File: src/rtl/msgobj_pkg.sv
package msgobj_pkg;

   typedef struct packed {
      logic [31:0] mask;
      logic [31:0] arb;
      logic [15:0] ctrl;
      logic [31:0] data_a;
      logic [31:0] data_b;
   } mobj_t;

   localparam int MOBJ_W = $bits(mobj_t);

   // command bit positions (bits 23:16 of the command word)
   localparam int CM_WRITE = 7;
   localparam int CM_MASK  = 6;
   localparam int CM_ARB   = 5;
   localparam int CM_CTRL  = 4;
   localparam int CM_CLRIP = 3;
   localparam int CM_TXNEW = 2;
   localparam int CM_DA    = 1;
   localparam int CM_DB    = 0;

   // control word flag positions
   localparam int CT_NEWDAT = 15;
   localparam int CT_INTPND = 13;
   localparam int CT_TXRQST = 8;

   // host register addresses
   localparam int RA_CMD    = 0;
   localparam int RA_MASK   = 1;
   localparam int RA_ARB    = 2;
   localparam int RA_CTRL   = 3;
   localparam int RA_DATA_A = 4;
   localparam int RA_DATA_B = 5;

endpackage

File: src/rtl/msgobj_cmd_decode.sv
module msgobj_cmd_decode #(
   parameter int NUM_OBJ = 32,
   parameter int OBJN_W  = 6
) (
   input  logic [23:0]       cmd_word,
   output logic [7:0]        cmd_mask,
   output logic [OBJN_W-1:0] obj_num,
   output logic              obj_ok
);
   logic [15:0] req;

   assign req      = cmd_word[15:0];
   assign cmd_mask = cmd_word[23:16];
   assign obj_num  = req[OBJN_W-1:0];
   assign obj_ok   = (req != 16'd0) && (32'(req) <= NUM_OBJ);

endmodule

File: src/rtl/msgobj_merge.sv
module msgobj_merge
   import msgobj_pkg::*;
(
   input  logic [7:0] cmd,
   input  mobj_t      stage,
   input  mobj_t      stored,
   output mobj_t      obj_out,
   output mobj_t      stage_out
);
   always_comb begin
      obj_out   = stored;
      stage_out = stage;
      if (cmd[CM_WRITE]) begin
         if (cmd[CM_MASK]) obj_out.mask   = stage.mask;
         if (cmd[CM_ARB])  obj_out.arb    = stage.arb;
         if (cmd[CM_CTRL]) obj_out.ctrl   = stage.ctrl;
         if (cmd[CM_DA])   obj_out.data_a = stage.data_a;
         if (cmd[CM_DB])   obj_out.data_b = stage.data_b;
         if (cmd[CM_TXNEW]) obj_out.ctrl[CT_TXRQST] = 1'b1;
         if (cmd[CM_CLRIP]) obj_out.ctrl[CT_INTPND] = 1'b0;
      end else begin
         if (cmd[CM_MASK]) stage_out.mask   = stored.mask;
         if (cmd[CM_ARB])  stage_out.arb    = stored.arb;
         if (cmd[CM_CTRL]) stage_out.ctrl   = stored.ctrl;
         if (cmd[CM_DA])   stage_out.data_a = stored.data_a;
         if (cmd[CM_DB])   stage_out.data_b = stored.data_b;
         if (cmd[CM_CLRIP]) obj_out.ctrl[CT_INTPND] = 1'b0;
         if (cmd[CM_TXNEW]) obj_out.ctrl[CT_NEWDAT] = 1'b0;
      end
   end

endmodule

File: src/rtl/msgobj_staging.sv
module msgobj_staging
   import msgobj_pkg::*;
#(
   parameter int ADDR_W = 3
) (
   input  logic              clk,
   input  logic              rst_n,
   input  logic              host_we,
   input  logic [ADDR_W-1:0] host_addr,
   input  logic [31:0]       host_wdata,
   input  logic              hold,
   input  logic              load_en,
   input  mobj_t             load_val,
   output mobj_t             stage
);
   localparam int NREG = 5;

   function automatic logic [31:0] pick(input int idx, input mobj_t v);
      case (idx)
         0:       return v.mask;
         1:       return v.arb;
         2:       return {16'h0000, v.ctrl};
         3:       return v.data_a;
         default: return v.data_b;
      endcase
   endfunction

   generate
      for (genvar g = 0; g < NREG; g++) begin : g_reg
         localparam int W = (g == 2) ? 16 : 32;
         logic [W-1:0] r;
         logic         hit;
         assign hit = host_we && !hold && (host_addr == ADDR_W'(g + 1));
         always_ff @(posedge clk or negedge rst_n) begin
            if (!rst_n)       r <= '0;
            else if (load_en) r <= W'(pick(g, load_val));
            else if (hit)     r <= host_wdata[W-1:0];
         end
      end
   endgenerate

   always_comb begin
      stage.mask   = g_reg[0].r;
      stage.arb    = g_reg[1].r;
      stage.ctrl   = g_reg[2].r;
      stage.data_a = g_reg[3].r;
      stage.data_b = g_reg[4].r;
   end

endmodule

File: src/rtl/msgobj_xfer_engine.sv
module msgobj_xfer_engine
   import msgobj_pkg::*;
#(
   parameter int NUM_OBJ = 32,
   parameter int ADDR_W  = 3,
   localparam int RAM_AW = (NUM_OBJ > 1) ? $clog2(NUM_OBJ) : 1,
   localparam int OBJN_W = $clog2(NUM_OBJ + 1)
) (
   input  logic              clk,
   input  logic              rst_n,
   input  logic              host_we,
   input  logic [ADDR_W-1:0] host_addr,
   input  logic [31:0]       host_wdata,
   output logic [31:0]       host_rdata,
   output logic              busy,
   output logic              ram_re,
   output logic              ram_we,
   output logic [RAM_AW-1:0] ram_addr,
   output logic [MOBJ_W-1:0] ram_wdata,
   input  logic [MOBJ_W-1:0] ram_rdata
);
   generate
      if (NUM_OBJ < 1 || OBJN_W > 15) begin : g_bad_num_obj
         $error("msgobj_xfer_engine: NUM_OBJ out of range");
      end
      if (ADDR_W < 3) begin : g_bad_addr_w
         $error("msgobj_xfer_engine: ADDR_W must be at least 3");
      end
   endgenerate

   typedef enum logic [1:0] {ST_IDLE, ST_FETCH, ST_APPLY} xfer_state_t;

   xfer_state_t       state;
   logic [7:0]        cmd_q;
   logic [OBJN_W-1:0] obj_q;
   logic [7:0]        dec_mask;
   logic [OBJN_W-1:0] dec_obj;
   logic              dec_ok;
   logic              cmd_hit;
   logic              start;
   mobj_t             stored, stage, obj_new, stage_new;

   msgobj_cmd_decode #(.NUM_OBJ(NUM_OBJ), .OBJN_W(OBJN_W)) u_dec (
      .cmd_word (host_wdata[23:0]),
      .cmd_mask (dec_mask),
      .obj_num  (dec_obj),
      .obj_ok   (dec_ok)
   );

   assign cmd_hit = host_we && (host_addr == ADDR_W'(RA_CMD));
   assign start   = cmd_hit && (state == ST_IDLE) && dec_ok;

   always_ff @(posedge clk or negedge rst_n) begin
      if (!rst_n) begin
         state <= ST_IDLE;
         cmd_q <= '0;
         obj_q <= '0;
      end else begin
         case (state)
            ST_IDLE: if (start) begin
               state <= ST_FETCH;
               cmd_q <= dec_mask;
               obj_q <= dec_obj;
            end
            ST_FETCH: state <= ST_APPLY;
            default:  state <= ST_IDLE;
         endcase
      end
   end

   assign busy      = (state != ST_IDLE);
   assign ram_re    = (state == ST_FETCH);
   assign ram_we    = (state == ST_APPLY);
   assign ram_addr  = RAM_AW'(obj_q - OBJN_W'(1));
   assign stored    = mobj_t'(ram_rdata);
   assign ram_wdata = obj_new;

   msgobj_merge u_merge (
      .cmd       (cmd_q),
      .stage     (stage),
      .stored    (stored),
      .obj_out   (obj_new),
      .stage_out (stage_new)
   );

   msgobj_staging #(.ADDR_W(ADDR_W)) u_stage (
      .clk        (clk),
      .rst_n      (rst_n),
      .host_we    (host_we),
      .host_addr  (host_addr),
      .host_wdata (host_wdata),
      .hold       (busy),
      .load_en    (ram_we && !cmd_q[CM_WRITE]),
      .load_val   (stage_new),
      .stage      (stage)
   );

   always_comb begin
      case (host_addr)
         ADDR_W'(RA_CMD):
            host_rdata = {8'h00, cmd_q, busy, {(15-OBJN_W){1'b0}}, obj_q};
         ADDR_W'(RA_MASK):   host_rdata = stage.mask;
         ADDR_W'(RA_ARB):    host_rdata = stage.arb;
         ADDR_W'(RA_CTRL):   host_rdata = {16'h0000, stage.ctrl};
         ADDR_W'(RA_DATA_A): host_rdata = stage.data_a;
         ADDR_W'(RA_DATA_B): host_rdata = stage.data_b;
         default:            host_rdata = 32'h0000_0000;
      endcase
   end

endmodule

File: config.mk
export PLATFORM = sky130hd
export DESIGN_NAME = msgobj_xfer_engine
export DESIGN_NICKNAME = d
export VERILOG_FILES = /design/src/rtl/msgobj_pkg.sv /design/src/rtl/msgobj_cmd_decode.sv /design/src/rtl/msgobj_merge.sv /design/src/rtl/msgobj_staging.sv /design/src/rtl/msgobj_xfer_engine.sv
export SDC_FILE = /design/constraint.sdc
export NUM_CORES = 1
export LEC_CHECK = 0
export BUFFER_PORTS_ARGS = -buffer_cell sky130_fd_sc_hd__buf_4
export CORE_ASPECT_RATIO = 0.75
export CORE_MARGIN = 5
export CORE_UTILIZATION = 50
export CTS_CLUSTER_DIAMETER = 100
export DETAILED_ROUTE_END_ITERATION = 8
export PLACE_DENSITY_LB_ADDON = 0.08
export SLEW_MARGIN = 20
export SYNTH_ARGS = -nofsm -noshare
export SYNTH_HDL_FRONTEND = slang
export SYNTH_SLANG_ARGS = --single-unit
File: constraint.sdc
create_clock -name clk -period 2.71 [get_ports clk]
set_clock_uncertainty 0.1 [all_clocks]
set_input_delay 0.1355 -clock clk [delete_from_list [all_inputs] [get_ports clk]]
set_output_delay 0.1355 -clock clk [all_outputs]
set_load 0.05 [all_outputs]
# Yosys cells after proc, flatten, opt, wreduce, memory -nomap -nowiden
# Index checks and enable logic that the tools add are counted.
[classes] n_reduce_logical=28 n_addsub=1 muxes=33 eq_ne=14 magnitude_cmp=1
[op_table] op="$mux 32" n=16
[op_table] op="$pmux 32 s6" n=1
[op_table] op="$mux 144" n=1
[op_table] op="$mux 77" n=1
[op_table] op="$mux 16" n=4
[op_table] op="$mux 64" n=1
[op_table] op="$le 16x6->1 const B" n=1
[op_table] op="$reduce_bool 16->1" n=1
[op_table] op="$reduce_and 3->1" n=5
[op_table] op="$ne 2x2->1 const B" n=7
[op_table] op="$reduce_bool 2->1" n=6
[op_table] op="$logic_and 1x1->1" n=11
[op_table] op="$mux 1" n=7
[op_table] op="$eq 3x2->1 const B" n=2
[op_table] op="$eq 3x3->1 const B" n=2
[op_table] op="$sub 5x1->5 const B" n=1
[op_table] op="$pmux 2 s2" n=1
[op_table] op="$eq 3x1->1 const B" n=1
[op_table] op="$logic_not 3->1" n=1
[op_table] op="$eq 2x1->1 const B" n=1
[op_table] op="$eq 2x2->1 const B" n=1
[op_table] op="$logic_not 1->1" n=2
[op_table] op="$logic_not 2->1" n=1
[op_table] op="$mux 2" n=1
[op_table] op="$reduce_and 2->1" n=1
[word_totals] ff_bits=160 elab_cells=85 output_inout_bits=184 inputBits=182

# Longest topological paths before layout
# Gate-level depths: netlist of the first run.
[logic_depth] ltp_word=6 mapped_depth=6

# Cells and area by module
# A second synthesis of the first run with hierarchy kept.
[unflattened] cells_unflattened=1419 hier_area_um2=13195.2
[by_module_without_submodules] mod="msgobj_staging" seq_area_each_um2=3603.5 cells_each=822 n_inst=1 area_each_um2=7440.9
[by_module_without_submodules] mod="msgobj_merge" seq_area_each_um2=0.0 cells_each=335 n_inst=1 area_each_um2=3498.4
[by_module_without_submodules] mod="msgobj_xfer_engine" seq_area_each_um2=400.4 cells_each=240 n_inst=1 area_each_um2=2100.8
[by_module_without_submodules] mod="msgobj_cmd_decode" seq_area_each_um2=0.0 cells_each=22 n_inst=1 area_each_um2=155.1

# Worst setup path before layout of the first run
# No wires, ideal clock.
[synth_timing] path_kind="input-to-output" from="input host_addr[0]" to="output host_rdata[4]" setup_slack_ns=0.348 n_path_buf=2 stages=5 t_arrival_ns=2.126 cell_sequence="buf_2 clkbuf_1 mux2i_1 o21a_1 a221oi_1"
[synth_via] elab_chain_cells=2 word_cells_on_any_way=7
[synth_lines] element="start, declared" line_no="msgobj_xfer_engine.sv:12" source="input logic [ADDR_W-1:0] host_addr,"
[synth_lines] element="$eq 3x3->1 (tied with other cells)" line_no="msgobj_xfer_engine.sv:99" source="case (host_addr)"
[synth_lines] element="$pmux 32 s6 *" line_no="msgobj_xfer_engine.sv:99"
[synth_lines] element="end, declared" line_no="msgobj_xfer_engine.sv:14" source="output logic [31:0] host_rdata,"
# Mark *: on every way between the ends. The rest lies on a longest branch, timed or not.

# Final worst setup path of the first run
[layout_timing] from="register cmd_q[7]" to="output ram_wdata[129]"
[layout_via] elab_chain_cells=1
[layout_lines] element="start, declared" line_no="msgobj_xfer_engine.sv:34" source="logic [7:0] cmd_q;"
[layout_lines] element="start signal, assigned" line_no="msgobj_xfer_engine.sv:62" source="cmd_q <= dec_mask;"
[layout_lines] element="$mux 64" line_no="msgobj_merge.sv:13" source="if (cmd[CM_WRITE]) begin"
[layout_lines] element="end, declared" line_no="msgobj_xfer_engine.sv:19" source="output logic [MOBJ_W-1:0] ram_wdata,"
# No other way between the ends.

==> results of run 1 <==
state kept, by name, indices dropped and copies added, names as in the netlist:
| name | flops |
|---|---|
| u_stage.g.r | 144 |
| cmd_q | 8 |
| obj_q | 6 |
| state | 2 |
how the worst max path moves through the flow:
stage | start | end | slack (ns)
after CTS | cmd_q[7] | ram_wdata[132] | 0.18
after global routing | cmd_q[7] | ram_wdata[129] | 0.08
final | cmd_q[7] | ram_wdata[129] | 0.18
after global placement | cmd_q[7] | u_stage.g_reg[0].r[27] | 0.45
after floorplan | host_addr[0] | host_rdata[4] | 0.35
after detailed placement | cmd_q[7] | u_stage.g_reg[4].r[1] | 0.38
Yosys cell counts, types with 2 or more instances:
| cell | instances |
|---|---|
| sky130_fd_sc_hd__inv_1 | 11 |
| sky130_fd_sc_hd__o22a_1 | 2 |
| sky130_fd_sc_hd__nor2b_1 | 34 |
| sky130_fd_sc_hd__nand2b_1 | 3 |
| sky130_fd_sc_hd__nand4_1 | 2 |
| sky130_fd_sc_hd__nor4_1 | 5 |
| sky130_fd_sc_hd__mux2i_1 | 43 |
| sky130_fd_sc_hd__dfrtp_1 | 160 |
| sky130_fd_sc_hd__nor2_1 | 25 |
| sky130_fd_sc_hd__o22ai_1 | 30 |
| sky130_fd_sc_hd__a211oi_1 | 3 |
| sky130_fd_sc_hd__nand2_1 | 151 |
| sky130_fd_sc_hd__a21oi_1 | 159 |
| sky130_fd_sc_hd__a22oi_1 | 23 |
| sky130_fd_sc_hd__buf_2 | 18 |
| sky130_fd_sc_hd__o21ai_0 | 145 |
| sky130_fd_sc_hd__xor2_1 | 2 |
| sky130_fd_sc_hd__mux4_2 | 2 |
| sky130_fd_sc_hd__buf_1 | 17 |
| sky130_fd_sc_hd__mux2_2 | 161 |
| sky130_fd_sc_hd__nor3_1 | 5 |
| sky130_fd_sc_hd__a22o_1 | 6 |
| sky130_fd_sc_hd__o21a_1 | 2 |
| sky130_fd_sc_hd__o2bb2ai_1 | 3 |
| sky130_fd_sc_hd__clkbuf_1 | 47 |
through the flow:
stage	power [µW]	hold slack, ns	instance area (µm²)
2_1_floorplan	4470	-0.260	9820
3_3_place_gp	5320	0.0687	12900
3_5_place_dp	5380	0.0682	12900
4_1_cts	7980	0.00593	15100
5_1_grt	8330	0.0392	15100
6_report	8030	0.0254	15100
routing by layer:
layer | up-vias | track usage, % | part of all wire, %
met4 | 0 | 12.3 | 3.8
met5 | - | 0 | 0
met3 | 133 | 8.02 | 9.6
met2 | 694 | 54.2 | 45
li1 | 4841 | - | -
met1 | 5281 | 47.6 | 41
final cells by class:
type | count | area [µm²] | area share [%]
Sequential cell | 160 | 4000 | 26.5
Antenna cell | 1 | 2.50 | 0.0166
Tap cell | 253 | 317 | 2.10
Clock inverter | 11 | 143 | 0.946
Inverter | 11 | 41.3 | 0.274
Clock buffer | 19 | 433 | 2.87
Timing Repair Buffer | 554 | 4670 | 31.0
Multi-Input combinational cell | 820 | 5470 | 36.3
worst min-delay path: cells and delay by family:
family / cells / cell delay, ns
AND/OR/NAND/NOR: 2 / 0.26
buffers and inverters: 1 / 0.10
power by group:
part / switching (µW) / total [µW] / internal [µW]
registers: 355 / 3150 / 2800
logic: 1460 / 2440 / 980
clock network: 1010 / 2450 / 1440
total: 2820 / 8030 / 5210
cell families after synthesis:
kind of cell	after synthesis	synth area share, %
flops	160	40.8
mux	206	23.3
xor+xnor	3	0.268
fa+ha+maj	1	0.127
buf+inv	94	3.90
compound gates	376	20.8
simple gates	234	10.8
==> results.txt, run 1 <==
----------------------------------------------------
[Worst setup path]
  End of the worst register-to-register path ... u_stage.g_reg[4].r[1]
  CP bufs+invs ... 2
  Worst reg2reg setup slack ... 0.34 ns
  Worst r2r path cells ... 5
  Cell chain of the critical path ... nand2_2, buf_12, mux2_2, buf_4
  Required @ worst endpoint ... 2.47 ns
  Beginning of the worst register-to-register path ... cmd_q[7]
  Type of element capturing the critical path ... output pin
  Stages on the worst setup path ... 4
  Max stage delay cell, worst path ... sky130_fd_sc_hd__dfrtp_1
  Critical path peak fanout ... 18
  Largest delay share family, worst path ... flip-flops
  Type of element launching the critical path ... flip-flop
  Delay of the slowest cell on the worst path ... ~0.64 ns
  Endpoint arrival time on the critical path ... between 2 and 2.5 ns
  Category of the critical setup timing path ... flip-flop to output pin

[Synthesis]
  Number of enable-type register cells in the synthesized netlist ... 0
  Sequential area share after synthesis ... between 40% and 50%
  Synth area leader ... sky130_fd_sc_hd__dfrtp_1
  Number of distinct library cells after synthesis ... 40
  Mapped Area ... just under 10000 µm²
  Seq cells post-synth ... between 150 and 200
  Synth area leaders ... sky130_fd_sc_hd__dfrtp_1 41%, sky130_fd_sc_hd__mux2_2 18%, sky130_fd_sc_hd__a21oi_1 8.1%
  Synth Flop Type ... sky130_fd_sc_hd__dfrtp_1
  Portion of synthesized cell area occupied by the leading cell type ... 40.8%
  Synthesized area divided by synthesized cell count ... between 9 and 10 µm²
  Synth Instances ... 1074
  Synthesis Warnings ... 0
  Net count after synthesis ... 1257
  Share of flip-flops with an asynchronous set or reset after synthesis ... 100%

[Timing]
  Setup repair after global routing missed its margin ... no
  Worst slew margin ... 35.1%
  Setup-failing EPs final ... 0
  Final Critical Period ... approximately 2.5 ns
  Final max-slew violation count ... 0
  Worst-case setup margin in the final layout ... 0.179 ns
  Slew at the pin closest to its max-slew limit ... 0.971 ns
  Fmax achieved ... about 400 MHz
  Period utilisation layout ... 93.4%
  Summed negative setup slack over all endpoints ... 0 ns
  Final hold violation count ... 0

[Cells and area]
  Fraction of layout cells with a size suffix above 1 ... between 30% and 40%
  Final instance count without filler cells ... approximately 1800
  Layout overhead on the synthesized area ... 53.6%
  Fill count ... about 1300
  Post-layout utilization of the core ... 78.0%
  Commonest non-fill, non-tap cell in the layout ... sky130_fd_sc_hd__buf_4
  NumNets Final ... approximately 1700
  Highest-count cells in the layout ignoring fill and taps ... 387 x sky130_fd_sc_hd__buf_4, 161 x sky130_fd_sc_hd__mux2_2, 160 x sky130_fd_sc_hd__dfrtp_1

[Clock network]
  Post-CTS sizing ... 0
  Number of H-tree levels ... 4
  Maximum buffer depth of the clock tree ... 2
  TritonCTS Buffers ... 17
  Number of sinks handled by clock tree synthesis ... 160
  Hold buffers post-CTS ... approximately 160
  Library cell used as clock root buffer ... sky130_fd_sc_hd__clkbuf_16
  Clock tree from TritonCTS ... done
  Post-CTS setup buffers ... 0
  Clock network latency to the later pin of the worst-skew pair ... between 0.4 and 0.5 ns
  Clock transition time at the flip-flop clock pins of the worst setup and hold paths ... 0.06 ns

[Die]
  Row count ... 44
  Die width ... 172 µm
  Initial Util ... 50.8%
  Area of the placeable core ... about 19000 µm²
  Height of the die ... ~130 µm
  Die area ... ~23000 µm²
  Ports placed on the boundary ... between 300 and 400

[GRT]
  Maximum number of pins on one net before global-route repair ... 66
  Antenna violations before repair ... 1
  Total overflow reported by the global router ... 0
  Wire length of the first global-routing pass ... approximately 62000 µm
  Via count of the first global-routing pass ... roughly 11000
  Overall routing resource usage ... a little over a third

[Hold path]
  End of the worst hold path ... state[0]
  Hold crit path type ... primary input to flip-flop
  Origin of the worst min-delay path ... host_wdata[4]
  Worst hold path stage count ... 3

[Flow run]
  Max Cap Viol ... 0

[Routing]
  Overall via count from detail_route ... 10949
  DRT iter0 DRCs ... 999
  Drt drc ... 0
  Pre-antenna DRT Iters ... 5
  Routed wirelength normalized by instance count ... around 22 µm
  Via count normalized by instance count ... 5.99
  Final WL ... 40700 µm
  Number of nets still failing antenna checks after routing ... 0

[Place]
  Total instance count after detailed placement ... roughly 1600
  Placed wire-length estimate after detailed placement ... roughly 28000 µm
  RePlAce Congestion ... 0.913
  Worst slack at placement ... 0.377 ns
  Port bufs ... approximately 370

[Run status]
  Status ... completed

[Pwr]
  VDD IR max ... roughly 0.35 mV
  Total leakage power ... just over 0.007 µW
  Power density relative to cell area ... roughly 530 nW/µm²

----------------------------------------------------
Note: power is estimated with default switching activity, not from simulation.
==> inputs of run 2 (changes only) <==
- CORE_MARGIN: 5 -> 2
==> run 2 against run 1 <==
  * Combinational power is essentially flat
  * Maximum frequency fell by 1.1%
  * Total power shrank 0.60%
  * Clock-buffer cell count unchanged
  * Register-to-register slack worse by 0.09 ns
  * Setup slack got worse by 0.027 ns
  * Final area up 0.12%
  * First-iteration DRC count increased by 30%
  * Non-clock buffer count up 2
  * Wire length down 2.7%
==> results.txt, run 2 (synthesis results as in run 1) <==
----------------------------------------------------
[Die]
  Ports placed on the boundary ... approximately 370
  Row count ... 44
  Height of the die ... between 100 and 150 µm
  Die area ... 20800 µm²
  Area of the placeable core ... between 15000 and 20000 µm²
  Initial Util ... 50.8%
  Die width ... 166 µm

[Pwr]
  Share of total power in sequential cells ... ~40%
  Internal power ... between 5000 and 6000 µW
  Total leakage power ... roughly 0.007 µW
  VDD IR max ... 0.379 mV
  Logic gate share of total power ... between 30 and 40%
  Total power draw ... ~8000 µW
  Power density relative to cell area ... between 500 and 600 nW/µm²
  Net Sw Frac ... roughly 36%
  P_sw ... between 2000 and 3000 µW
  Part of the power in the clock network ... 29.9%

[Timing]
  Fmax achieved ... approximately 400 MHz
  Period utilisation layout ... between 90% and 100%
  Final hold violation count ... 0
  Setup-failing EPs final ... 0
  Summed negative setup slack over all endpoints ... 0 ns
  Final max-slew violation count ... 0
  Worst slew margin ... between 40 and 50%
  Slew at the pin closest to its max-slew limit ... roughly 0.83 ns
  Final Critical Period ... 2.56 ns
  Setup repair after global routing missed its margin ... no

[GRT]
  Maximum number of pins on one net before global-route repair ... around 70
  Antenna violations before repair ... 1
  Overall routing resource usage ... between 30% and 40%
  Wire length of the first global-routing pass ... 60700 µm
  Total overflow reported by the global router ... 0
  Met1 track utilization from global routing ... roughly half
  Most used routing layer in global routing ... met2
  Met3 routing resource usage after global routing ... under 10%
  GRT met2 Usage ... 58.4%
  Via count of the first global-routing pass ... 10679

[Routing]
  Pre-antenna DRT Iters ... 7
  Drt drc ... 0
  Number of nets still failing antenna checks after routing ... 0
  Via count normalized by instance count ... between 5 and 6
  Overall via count from detail_route ... approximately 11000
  Final WL ... between 30000 and 40000 µm
  DRT iter0 DRCs ... between 1000 and 1500
  Routed wirelength normalized by instance count ... about 22 µm

[Cells and area]
  Layout overhead on the synthesized area ... 53.8%
  Highest-count cells in the layout ignoring fill and taps ... 387 x sky130_fd_sc_hd__buf_4, 161 x sky130_fd_sc_hd__mux2_2, 160 x sky130_fd_sc_hd__dfrtp_1
  Flip-flop count of the largest register, all copies and words added ... approximately 140
  NumNets Final ... between 1500 and 2000
  Largest register by flop count ... u_stage.g.r
  Fill count ... 1305
  Commonest non-fill, non-tap cell in the layout ... sky130_fd_sc_hd__buf_4
  Fraction of layout cells with a size suffix above 1 ... between 30 and 40%
  Registers with the most flip-flops ... u_stage.g.r x144, cmd_q x8, obj_q x6

[Worst setup path]
  Critical path peak fanout ... 21
  Endpoint arrival time on the critical path ... 2.32 ns
  Type of element capturing the critical path ... output pin
  Required @ worst endpoint ... approximately 2.5 ns
  Category of the critical setup timing path ... flip-flop to output pin
  Beginning of the worst register-to-register path ... state[1]
  Type of element launching the critical path ... flip-flop
  Worst setup path startpoint ... cmd_q[7]
  Worst r2r path cells ... 6
  Worst reg2reg setup slack ... 0.25 ns
  Capture point of the worst path ... ram_wdata[122]
  End of the worst register-to-register path ... u_stage.g_reg[4].r[30]

[Run status]
  Status ... completed

[Clock network]
  Maximum buffer depth of the clock tree ... 2
  Clock network latency to the later pin of the worst-skew pair ... between 0.4 and 0.5 ns
  Number of sinks handled by clock tree synthesis ... between 150 and 200
  Library cell used as clock root buffer ... sky130_fd_sc_hd__clkbuf_16
  Post-CTS setup buffers ... 0
  Clock transition time at the flip-flop clock pins of the worst setup and hold paths ... approximately 0.060 ns
  Hold buffers post-CTS ... 158
  TritonCTS Buffers ... 17
  Clock tree from TritonCTS ... done
  Number of H-tree levels ... 4
  Post-CTS sizing ... 0

[Hold path]
  Hold crit path type ... primary input to flip-flop
  Worst hold path stage count ... 4

[Flow run]
  Max Cap Viol ... 0

[Place]
  Port bufs ... between 300 and 400
  RePlAce Congestion ... ~1
  Placed wire-length estimate after detailed placement ... around 27000 µm

----------------------------------------------------
run 2: worst min path at each step:
stage                        startpoint  slack, ns                    end
after CTS                 host_wdata[2]      0.008               obj_q[2]
after detailed placement          rst_n      -0.01  u_stage.g_reg[1].r[5]
after floorplan                   rst_n      -0.26               cmd_q[0]
final                     host_wdata[2]       0.01               obj_q[2]
after global placement            rst_n      -0.01               obj_q[2]
after global routing      host_wdata[4]       0.04               state[0]
run 2: through the flow:
| stage | hold WS, ns | std cells | area, µm² | setup slack, ns | util [%] |
|---|---|---|---|---|---|
| 4_1_cts | 0.00804 | 1831 | 15100 | 0.194 | 78.1 |
| 3_5_place_dp | -0.0125 | 1642 | 12900 | 0.302 | 67.0 |
| 2_1_floorplan | -0.260 | 1074 | 9820 | 0.348 | - |
| 6_report | 0.0124 | 1832 | 15100 | 0.152 | 78.1 |
| 5_1_grt | 0.0392 | 1832 | 15100 | 0.0961 | 78.1 |
| 3_3_place_gp | -0.0132 | 1641 | 12900 | 0.420 | 66.9 |
run 2: critical path, cell delays in order, from the launching register on:
cell                      delay (ns)
sky130_fd_sc_hd__dfrtp_1        0.41
sky130_fd_sc_hd__buf_4          0.20
sky130_fd_sc_hd__nand2_2        0.42
sky130_fd_sc_hd__buf_12         0.26
sky130_fd_sc_hd__mux2_2         0.38
sky130_fd_sc_hd__buf_4          0.20
run 2: layout make-up:
cell class	count	area (µm²)	area share (%)
Multi-Input combinational cell	820	5470	36.2
Sequential cell	160	4000	26.5
Timing Repair Buffer	556	4690	31.1
Antenna cell	1	2.50	0.0166
Clock inverter	12	135	0.895
Clock buffer	19	433	2.87
Inverter	11	41.3	0.273
Tap cell	253	317	2.10
run 2: power by group through the flow:
stage               combinational, µW  sequential (µW)  clock, µW
global placement                 2180             3160          0
finish                           2450             3150       2390
CTS                              2410             3130       2390
detailed placement               2220             3170          0
global route                     2610             3190       2490
floorplan                        1420             3050          0
run 2: layer usage:
metal	routed length (µm)	part of all wire (%)
met1	16300	41
met4	1380	3.5
met3	4010	10
met2	18000	45
met5	0	0
==> inputs of run 3 (changes only) <==
- PLACE_DENSITY: unset -> 0.83
- PLACE_DENSITY_LB_ADDON: 0.08 -> unset
==> run 3 against run 2 <==
  * Global-route usage is 1.7 points higher
  * Utilization is 0.35 points lower
  * Final area decreased by 0.45%
  * First-iteration DRC count increased by 24%
  * Wire length rose by 4.5%
  * Via count up 3.0%
  * Register-to-register slack lost 0.04 ns
  * Clock-buffer cell count is 1 higher
  * Hold slack improved by 0.017 ns
==> results.txt, run 3 (synthesis results as in run 1) <==
----------------------------------------------------
[Run status]
  Status ... completed

[Worst setup path]
  Cell chain of the critical path ... buf_4, nand2_1, o22a_1, o22a_1, buf_4
  Category of the critical setup timing path ... flip-flop to output pin
  Worst reg2reg setup slack ... about 0.21 ns
  Type of element capturing the critical path ... output pin
  Critical path peak fanout ... 15
  Delay of the slowest cell on the worst path ... between 0.5 and 0.6 ns
  Endpoint arrival time on the critical path ... roughly 2.3 ns
  Required @ worst endpoint ... 2.47 ns
  Worst r2r path cells ... 6
  Type of element launching the critical path ... flip-flop
  Max stage delay cell, worst path ... sky130_fd_sc_hd__nand2_1

[Cells and area]
  Fill count ... 1217
  NumNets Final ... 1745
  Commonest non-fill, non-tap cell in the layout ... sky130_fd_sc_hd__buf_4
  Layout overhead on the synthesized area ... 53.1%
  Seq. cell area ... between 4000 and 5000 µm²
  Flip-flop count of the largest register, all copies and words added ... 144
  Final non-filler cell area ... around 15000 µm²
  Highest-count cells in the layout ignoring fill and taps ... 388 x sky130_fd_sc_hd__buf_4, 161 x sky130_fd_sc_hd__mux2_2, 160 x sky130_fd_sc_hd__dfrtp_1
  Fraction of layout cells with a size suffix above 1 ... between 30 and 40%
  Antenna Diode Count ... 0
  Area of combinational cells with multiple inputs ... 5470 µm²
  Registers with the most flip-flops ... u_stage.g.r x144, cmd_q x8, obj_q x6
  Largest register by flop count ... u_stage.g.r

[Pwr]
  VDD IR max ... 0.387 mV
  Part of the power in the clock network ... slightly below 30%
  Net Sw Frac ... a little over a third
  Share of total power in sequential cells ... around two fifths
  P_sw ... just under 3000 µW
  Total leakage power ... 0.00709 µW
  Power density relative to cell area ... around 530 nW/µm²
  Internal power ... slightly above 5000 µW
  Logic gate share of total power ... between 30% and 40%

[Clock network]
  Maximum buffer depth of the clock tree ... 2
  Number of sinks handled by clock tree synthesis ... 160
  Post-CTS setup buffers ... 0
  Number of H-tree levels ... 4
  Clock transition time at the flip-flop clock pins of the worst setup and hold paths ... approximately 0.060 ns
  Library cell used as clock root buffer ... sky130_fd_sc_hd__clkbuf_16
  TritonCTS Buffers ... 17
  Clock tree from TritonCTS ... done
  Clock network latency to the later pin of the worst-skew pair ... approximately 0.42 ns

[Place]
  RePlAce Congestion ... a little under 1
  Placed cell area ... ~13000 µm²
  Port bufs ... 365
  Placed wire-length estimate after detailed placement ... around 28000 µm
  Worst slack at placement ... between 0.2 and 0.3 ns

[Die]
  Die area ... 20800 µm²
  Die width ... ~170 µm
  Ports placed on the boundary ... about 370
  Area of the placeable core ... around 19000 µm²
  Initial Util ... 50.8%
  Height of the die ... 125 µm
  Row count ... 44

[Timing]
  Slew at the pin closest to its max-slew limit ... between 0.8 and 0.9 ns
  Final hold violation count ... 0
  Worst slew margin ... between 40% and 50%
  Worst-case setup margin in the final layout ... roughly 0.15 ns
  Period utilisation layout ... approximately 94%
  Fmax achieved ... slightly below 400 MHz
  Setup-failing EPs final ... 0
  Final Critical Period ... around 2.6 ns
  Final max-slew violation count ... 0
  Setup repair after global routing missed its margin ... no
  Summed negative setup slack over all endpoints ... 0 ns

[Routing]
  Number of nets still failing antenna checks after routing ... 0
  Pre-antenna DRT Iters ... 7
  Via count normalized by instance count ... about 6.2
  Overall via count from detail_route ... around 11000
  DRT iter0 DRCs ... ~1600
  Routed wirelength normalized by instance count ... between 20 and 25 µm
  Final WL ... 41400 µm
  Drt drc ... 0

[GRT]
  Overall routing resource usage ... between 30% and 40%
  Met1 track utilization from global routing ... approximately half
  Wire length of the first global-routing pass ... about 64000 µm
  Via count of the first global-routing pass ... 11148
  Most used routing layer in global routing ... met2
  Met3 routing resource usage after global routing ... between 10% and 20%
  GRT met2 Usage ... 62.2%
  Total overflow reported by the global router ... 0
  Antenna violations before repair ... 0
  Maximum number of pins on one net before global-route repair ... between 100 and 150

[Hold path]
  Worst hold path stage count ... 4
  Hold crit path type ... primary input to flip-flop

[Flow run]
  Max Cap Viol ... 0

----------------------------------------------------
==> run 3: worst max-delay path, delay by kind of cell (launching register included) <==
family                 cells  cell delay, ns
buffers and inverters      2            0.43
AO/OA/AOI/OAI              2            0.59
flip-flops                 1            0.38
AND/OR/NAND/NOR            1            0.51
==> run 3: per-layer routing <==
layer | share of wire [%] | vias to the layer above
met4 | 4.2 | 0
met1 | 39 | 5327
met5 | 0 | -
met3 | 11 | 164
li1 | - | 4845
met2 | 46 | 908
==> run 3: stage by stage <==
stage | power, µW | cells | utilization, % | hold slack [ns]
after global routing | 8330 | 1828 | 77.8 | 0.0283
after floorplan | 4470 | 1074 | - | -0.260
after detailed placement | 5400 | 1640 | 66.8 | 0.0625
after CTS | 7920 | 1826 | 77.7 | 0.0000301
after global placement | 5320 | 1640 | 66.8 | 0.0590
final | 8020 | 1828 | 77.8 | 0.0295
==> run 3: what timing repair did <==
| item | in CTS | in global routing |
|---|---|---|
| hold buffers | 154 | 2 |
| endpoints found under the hold margin | 211 | 1 |
| gates resized for setup | 0 | 0 |
==> run 3: worst paths after layout <==
check,start,end
max,cmd_q[7],ram_wdata[72]
min,host_wdata[14],state[0]
max reg2reg,state[1],u_stage.g_reg[1].r[21]
min reg2reg,u_stage.g_reg[0].r[31],u_stage.g_reg[0].r[31]
max in group asynchronous,rst_n,u_stage.g_reg[3].r[23]
min in group asynchronous,rst_n,u_stage.g_reg[1].r[5]
==> run 3: area by class of cell <==
| cell class | count | area share, % |
|---|---|---|
| clock buffers | 20 | 2.97 |
| inverters | 11 | 0.275 |
| repair buffers | 552 | 30.8 |
| well taps | 253 | 2.11 |
| clock inverters | 12 | 0.824 |
| multi-input cells | 820 | 36.4 |
| flip-flops and latches | 160 | 26.6 |
==> run 3: power groups by stage <==
stage | Clock, µW | Sequential [µW] | Combinational (µW)
after floorplan | 0 | 3050 | 1420
after global routing | 2500 | 3210 | 2620
after CTS | 2370 | 3140 | 2410
final | 2370 | 3180 | 2470
after detailed placement | 0 | 3180 | 2210
after global placement | 0 | 3160 | 2160
